## config.mk

```make
export PLATFORM = sky130hd
export DESIGN_NAME = flash_cmd_decoder
export DESIGN_NICKNAME = d
export VERILOG_FILES = /design/src/rtl/flash_cmd_decoder.sv
export SDC_FILE = /design/constraint.sdc
export NUM_CORES = 1
export LEC_CHECK = 0
export ABC_AREA = 1
export BUFFER_PORTS_ARGS = -buffer_cell sky130_fd_sc_hd__buf_2
export CORE_MARGIN = 4
export CORE_UTILIZATION = 40
export DETAILED_ROUTE_END_ITERATION = 7
export PLACE_DENSITY = 0.7
export SLEW_MARGIN = 20
export SYNTH_ARGS = -nofsm -noshare
export SYNTH_HDL_FRONTEND = slang
export SYNTH_SLANG_ARGS = --single-unit
```

## constraint.sdc

```tcl
create_clock -name clk -period 1.6 [get_ports clk]
set_clock_uncertainty 0.2 [all_clocks]
set_input_delay 0.08 -clock clk [delete_from_list [all_inputs] [get_ports clk]]
set_output_delay 0.08 -clock clk [all_outputs]
set_load 0.1 [all_outputs]
```

## src/rtl/flash_cmd_decoder.sv

```systemverilog
module flash_cmd_decoder #(
  parameter int AW = 19,
  parameter bit TOP_BOOT = 1'b0
) (
  input  logic          clk,
  input  logic          rst_n,
  input  logic          ce_n,
  input  logic          we_n,
  input  logic          pd_n,
  input  logic          vcc_lock,
  input  logic [AW-1:0] addr,
  input  logic [7:0]    din,
  input  logic          pec_busy,
  output logic [1:0]    rd_sel,
  output logic [7:0]    sig_code,
  output logic [7:0]    status_byte,
  output logic          op_start,
  output logic          op_code,
  output logic [AW-1:0] op_addr,
  output logic [7:0]    op_data,
  output logic          susp_req,
  output logic          resume_req
);
  localparam logic [1:0] M_ARR = 2'd0, M_STS = 2'd1, M_SIG = 2'd2;
  localparam logic [1:0] P_IDLE = 2'd0, P_PGM = 2'd1, P_ERS = 2'd2;
  localparam logic [7:0] DEV_CODE = TOP_BOOT ? 8'hF6 : 8'hFE;

  logic [1:0]    mode, phase;
  logic          wr_q, susp, eerr, perr;
  logic [AW-1:0] a_l;
  logic [7:0]    d_l;

  wire off    = !pd_n || vcc_lock;
  wire wr_act = !ce_n && !we_n && !off;
  wire wr_end = wr_q && !wr_act;
  wire can_op = !susp && !pec_busy;

  assign rd_sel      = mode;
  assign sig_code    = addr[0] ? DEV_CODE : 8'h20;
  assign status_byte = {!pec_busy, susp, eerr, perr, 4'h0};

  always_ff @(posedge clk or negedge rst_n) begin
    if (!rst_n) begin
      mode <= M_ARR; phase <= P_IDLE; wr_q <= 1'b0;
      susp <= 1'b0; eerr <= 1'b0; perr <= 1'b0;
      a_l <= '0; d_l <= '0;
      op_start <= 1'b0; op_code <= 1'b0; op_addr <= '0; op_data <= '0;
      susp_req <= 1'b0; resume_req <= 1'b0;
    end else begin
      op_start <= 1'b0; susp_req <= 1'b0; resume_req <= 1'b0;
      wr_q <= wr_act;
      if (wr_act) begin a_l <= addr; d_l <= din; end
      if (off) begin
        mode <= M_ARR; phase <= P_IDLE; susp <= 1'b0; wr_q <= 1'b0;
      end else if (wr_end) begin
        phase <= P_IDLE;
        case (phase)
          P_PGM: begin
            op_start <= 1'b1; op_code <= 1'b0; op_addr <= a_l; op_data <= d_l;
            mode <= M_STS;
          end
          P_ERS: begin
            mode <= M_STS;
            if (d_l == 8'hD0) begin
              op_start <= 1'b1; op_code <= 1'b1; op_addr <= a_l; op_data <= d_l;
            end else begin
              eerr <= 1'b1; perr <= 1'b1;
            end
          end
          default: begin
            case (d_l)
              8'hFF: mode <= M_ARR;
              8'h70: mode <= M_STS;
              8'h90: mode <= M_SIG;
              8'h50: begin eerr <= 1'b0; perr <= 1'b0; end
              8'h40, 8'h10: if (can_op) phase <= P_PGM;
              8'h20: if (can_op) phase <= P_ERS;
              8'hB0: if (pec_busy && !susp) begin
                susp <= 1'b1; susp_req <= 1'b1; mode <= M_STS;
              end
              8'hD0: if (susp) begin
                susp <= 1'b0; resume_req <= 1'b1; mode <= M_STS;
              end
              default: ;
            endcase
          end
        endcase
      end
    end
  end
endmodule

```

==> results by group, run 1 <==
Synthesis
  • Avg Inst Size Synth: 8.82 µm²
  • Largest cells by area after synthesis: dfrtp_1, nand2_1, o21ai_0
  • Post-synthesis cell count: 329
  • Area leader, netlist: dfrtp_1
  • Syn Std Cell Area: between 0.002 and 0.003 mm²
  • Register area share after synthesis: 0.560
  • Synth warn: 0
  • Share of the synthesized area in the top cell type: 0.560
  • Synthesized flop and latch total: 65
  • Yosys cell types: 21

Layout
  • Most frequent cells in the layout: buf_2, nand2_1, dfrtp_1
  • Finished Layout Cells: 552
  • # diodes: 0
  • Share of layout cells above drive strength 1: 0.373
  • Most common cell after layout, fill and taps aside: buf_2
  • Synth-to-layout area growth: 43.7%
  • NumNets Final: 487

CTS
  • Root Driver: clkbuf_8
  • CTS tree: done
  • Clock Pin Slew Worst Setup and Hold Paths: 70 ps
  • CTS Buf Count: 9
  • Clk buf depth: 2
  • Skew-Pair Late Insertion Delay: 330 ps
  • Max H-tree Level: 3
  • Clk sinks: 65

Route
  • Drt drc: 0
  • Vias: 2509
  • Initial DRC Count: 106
  • Antenna-violating nets left: 0
  • Total Wirelength: 7040 µm
  • Drt first pass iters: 4
  • Via density: roughly 4.5
  • WL/cell: 12.8 µm

Outcome
  • Status: finished, violations left
  • Failing checks: negative setup slack

Timing
  • Fmax: 606 MHz
  • Hold slack: 57.2 ps
  • Total Negative Setup Slacks: -467 ps
  • Unrepaired setup endpoints after global routing: true
  • Tcrit/Tclk final: 1.03
  • Setup ws final: -50.1 ps
  • Final number of setup-violating endpoints: 28
  • Fin crit period: 1650 ps
  • Final Hold Fails: 0
  • Max-slew violations: 0

Global route
  • Vias in the first global route: 2477
  • Largest net degree at the start of global routing: 66
  • Number of antenna violations at the first check in global routing: 0
  • First-pass GRT wire length: 11100 µm
  • GRT Residual Overflow: 0
  • GRT Util Overall: 0.162

Setup path
  • Type of destination of the critical path: register
  • R2r endpoint: op_data[3]$_DFFE_PN0P_
  • Arr. time, crit path: 1670 ps
  • R2R Path Start: d_l[4]$_DFFE_PN0P_
  • Critical Path RT: roughly 1600 ps
  • Critical Path Source Type: register
  • Worst Path Max Fanout: 15
  • FF-to-FF path depth: 9
  • Crit Path Class: reg2reg
  • FF-to-FF setup slack: -50 ps

Power and ir drop
  • Maximum vdd drop: 829 µV
  • Static leakage: 2.11 nW
  • Pwr Density: 984 mW/mm²

Die
  • # rows: 30
  • Initial Util: 0.420
  • Die area: 0.00868 mm²
  • Num ports: 83
  • Die X: ~93 µm
  • Core ar.: 0.00691 mm²
  • Die H: 93.2 µm

Min path
  • HP Class: in2reg
  • Worst Hold Endpoint: perr$_DFFE_PN0P_
  • Hold_sp: vcc_lock
  • WHS Path Cells: 6

Placed design
  • Estimated wirelength of the detail-placed design: 4340 µm
  • Place WS: -31.9 ps
  • Placed insts: slightly below 500
  • IO Port Bufs: 76
  • Final RePlAce weighted congestion: about 0.80

Job
  • Max-cap viol count: 0
flip-flops by register name, summed over array words and instances (netlist names), 2 cells and up:
signal,count
a_l,19
op_addr,19
d_l,8
op_data,8
phase,2
rd_sel,2
Yosys cell counts:
library cell   n
nand2_1       91
dfrtp_1       65
inv_1         39
o21ai_0       37
nor2_1        20
buf_4         15
o21ai_1       10
o21ai_2       10
nand3_1        9
clkbuf_1       6
buf_6          5
nor3_1         5
nand4_1        3
nor2_4         3
conb_1         2
ha_1           2
inv_2          2
o22ai_1        2
a21oi_1        1
a31oi_1        1
o211ai_2       1
metal layers:
metal	vias up	global-route usage	wire length, µm
li1	1260	-	-
met1	1181	0.193	2970
met2	56	0.279	3600
met3	12	0.0346	322
met4	0	0.0733	136
met5	-	0	0
worst max path at each step:
stage | startpoint | end | slack (ps) | cells after the start
2_1_floorplan | phase[0]$_DFFE_PN0P_ | op_addr[4]$_DFFE_PN0P_ | 30 | 8
3_3_place_gp | phase[0]$_DFFE_PN0P_ | rd_sel[1]$_DFFE_PN0P_ | 20 | 10
3_5_place_dp | phase[0]$_DFFE_PN0P_ | rd_sel[1]$_DFFE_PN0P_ | -30 | 10
4_1_cts | d_l[5]$_DFFE_PN0P_ | op_addr[1]$_DFFE_PN0P_ | 0.3 | 7
5_1_grt | d_l[6]$_DFFE_PN0P_ | perr$_DFFE_PN0P_ | -150 | 12
6_report | d_l[4]$_DFFE_PN0P_ | op_data[3]$_DFFE_PN0P_ | -50 | 9
where the power goes:
group	internal [mW]	total, mW	leakage [nW]	switching (mW)
Sequential	1.79	1.86	0.858	0.0707
Combinational	0.285	0.810	1.15	0.525
Clock	0.805	1.43	0.103	0.627
Total	2.88	4.10	2.11	1.22
worst max-delay path, cell delays in order (launching register included):
cell and delay (ps):
dfrtp_1 370, inv_2 60, nor2_4 140, nand2_2 80, nor2_4 140, o211ai_4 100, buf_12 150, clkbuf_16 170
nand2_1 70, o21ai_2 50
through the flow:
step	util	area, µm²	power [mW]
floorplan	-	2930	2.33
global placement	0.496	3420	2.54
detailed placement	0.496	3420	2.56
CTS	0.571	3950	4.05
global route	0.604	4170	4.30
finish	0.604	4170	4.10
repair_timing:
| item | CTS | global route |
|---|---|---|
| hold endpoints to repair | 100 | 0 |
| setup endpoints to repair | 12 | 35 |
| gates resized for setup | 3 | 45 |
| pin swaps | 0 | 7 |
| gates cloned | 0 | 2 |
| hold buffers | 31 | 0 |
| setup buffers | 0 | 6 |
kinds of logic after synthesis:
| group | after synthesis | synth area share |
|---|---|---|
| flops | 65 | 0.560 |
| fa+ha+maj | 2 | 0.00862 |
| simple gates | 131 | 0.186 |
| buf+inv | 67 | 0.119 |
| other cells | 2 | 0.00259 |
| compound gates | 62 | 0.124 |
area by class of cell:
cell class                 instances  area [µm²]
fill                             610        2740
clock inverter                     4        51.3
sequential                        65        1630
tap                               96         120
clock buffer                      12         155
timing repair buffer             133         986
inverter                          41         158
multi-input combinational        201        1070
Power figures use the tool's default switching activity.
==> run 2, diff against run 1 <==
--- a/config.mk
+++ b/config.mk
@@ -11,6 +11,8 @@
 export CORE_UTILIZATION = 40
 export DETAILED_ROUTE_END_ITERATION = 7
 export PLACE_DENSITY = 0.7
+export SETUP_SLACK_MARGIN = 0.5
+export SKIP_CTS_REPAIR_TIMING = 1
 export SLEW_MARGIN = 20
 export SYNTH_ARGS = -nofsm -noshare
 export SYNTH_HDL_FRONTEND = slang
==> results by group, run 2 (synthesis gave the netlist of run 1 again) <==
Die
  • Num ports: slightly above 80
  • Die area: 0.00868 mm²
  • # rows: 30
  • Core ar.: between 0.006 and 0.007 mm²
  • Die H: 93.2 µm
  • Initial Util: 0.420
  • Die X: 93.2 µm

CTS
  • CTS tree: done
  • Clk buf depth: 2
  • Clk sinks: 65
  • Skew-Pair Late Insertion Delay: 340 ps
  • CTS Buf Count: 9
  • Clock Pin Slew Worst Setup and Hold Paths: 70 ps
  • Max H-tree Level: 3
  • Root Driver: clkbuf_8

Layout
  • Post-route cell area: a little under 0.005 mm²
  • NumNets Final: 504
  • Most common cell after layout, fill and taps aside: nand2_1
  • Finished Layout Cells: 569
  • Fill cells: between 400 and 500
  • Core Util, Final: 0.718
  • Share of layout cells above drive strength 1: 0.495
  • Synth-to-layout area growth: 70.9%
  • Most frequent cells in the layout: nand2_1, buf_2, buf_12
  • Biggest regs: a_l: 19 flops, op_addr: 19 flops
  • # diodes: 0

Power and ir drop
  • Maximum vdd drop: 605 µV
  • Static leakage: 2.26 nW
  • Pwr Density: around 830 mW/mm²
  • Total chip power: 4.14 mW

Route
  • DR WL met2: 4310 µm
  • Met1 wire length: 3300 µm
  • Vias: around 2600
  • Antenna-violating nets left: 0
  • WL/cell: approximately 14 µm
  • Via density: ~4.7
  • Uppermost layer routed: met4
  • Drt first pass iters: 4
  • WL met3: roughly 430 µm
  • Total Wirelength: between 8000 and 9000 µm
  • Initial DRC Count: 122
  • Drt drc: 0

Outcome
  • Failing checks: negative hold slack, negative setup slack
  • Status: finished, violations left

Setup path
  • Crit-path slowest cell: dfrtp_1
  • Worst-path cell chain: inv_2 -> nor2_4 -> nand2_2 -> nor2_4 -> o211ai_4 -> buf_6 -> clkbuf_16 -> nand2_2 -> o21ai_1
  • Type of destination of the critical path: register
  • CP Depth: 9
  • Critical Path Source Type: register
  • Delay-heaviest family, CP: flip-flops
  • Peak per-stage delay on the critical path: 420 ps
  • FF-to-FF setup slack: -80 ps
  • Arr. time, crit path: between 1500 and 2000 ps
  • FF-to-FF path depth: 9
  • Crit Path Class: reg2reg
  • Worst Path Max Fanout: 5
  • Buf+Inv Stages, Crit Path: 3
  • Critical Path RT: between 1500 and 2000 ps
  • R2R Path Start: d_l[4]$_DFFE_PN0P_
  • R2r endpoint: op_addr[5]$_DFFE_PN0P_

Min path
  • HP Class: in2async

Timing
  • Hold slack: -477 ps
  • Final number of setup-violating endpoints: 28
  • Least-Margin Pin Slew: between 500 and 600 ps
  • Tcrit/Tclk final: 1.05
  • Fmax: 595 MHz
  • Final Hold Fails: 69
  • Total Negative Setup Slacks: -873 ps
  • Max transition margin: 0.633
  • Fin crit period: roughly 1700 ps
  • Max-slew violations: 0
  • Setup ws final: -80.3 ps
  • Unrepaired setup endpoints after global routing: true

Global route
  • GRT Util Overall: 0.152
  • Largest net degree at the start of global routing: between 50 and 60
  • Number of antenna violations at the first check in global routing: 0
  • GRT Residual Overflow: 0
  • Vias in the first global route: 2358
  • First-pass GRT wire length: between 10000 and 15000 µm

Placed design
  • Area after DPL: ~0.0035 mm²
  • Final RePlAce weighted congestion: between 0.8 and 0.9
  • Estimated wirelength of the detail-placed design: 4610 µm
  • Place WS: 10.3 ps
  • Placed insts: 499
  • IO Port Bufs: 76

Job
  • Max-cap viol count: 0
[run 2: area by class of cell]
type,instances,area (µm²),share of cell area
clock inverters,3,40.0,0.00807
repair buffers,150,1670,0.336
multi-input cells,201,1160,0.233
clock buffers,13,149,0.0300
well taps,96,120,0.0242
flip-flops and latches,65,1670,0.337
inverters,41,159,0.0320
[run 2: worst reg2reg max path: cells and delay by family (launching register included)]
family | cells | cell delay (ps)
simple gates | 4 | 370
buf+inv | 3 | 400
compound gates | 2 | 180
flops | 1 | 420
[run 2: per-layer routing]
metal	global-route usage	up-vias
met2	0.245	78
met4	0.0684	0
li1	-	1301
met5	0	-
met1	0.186	1260
met3	0.0491	10
[run 2: worst max-delay path by stage]
stage | slack [ps] | start | endpoint
after floorplan | 60 | d_l[5]$_DFFE_PN0P_ | op_data[0]$_DFFE_PN0P_
after global placement | 50 | d_l[6]$_DFFE_PN0P_ | op_data[1]$_DFFE_PN0P_
after detailed placement | 10 | phase[0]$_DFFE_PN0P_ | op_addr[6]$_DFFE_PN0P_
after CTS | -3 | d_l[6]$_DFFE_PN0P_ | op_data[2]$_DFFE_PN0P_
after global routing | -140 | d_l[5]$_DFFE_PN0P_ | op_addr[5]$_DFFE_PN0P_
final | -80 | d_l[4]$_DFFE_PN0P_ | op_addr[5]$_DFFE_PN0P_
[run 2: power breakdown]
| part | total (mW) | leakage (nW) | internal (mW) | switching [mW] |
|---|---|---|---|---|
| sequential | 1.87 | 0.800 | 1.79 | 0.0823 |
| clock | 1.38 | 0.0974 | 0.760 | 0.617 |
| combinational | 0.885 | 1.36 | 0.336 | 0.549 |
| total | 4.14 | 2.26 | 2.89 | 1.25 |
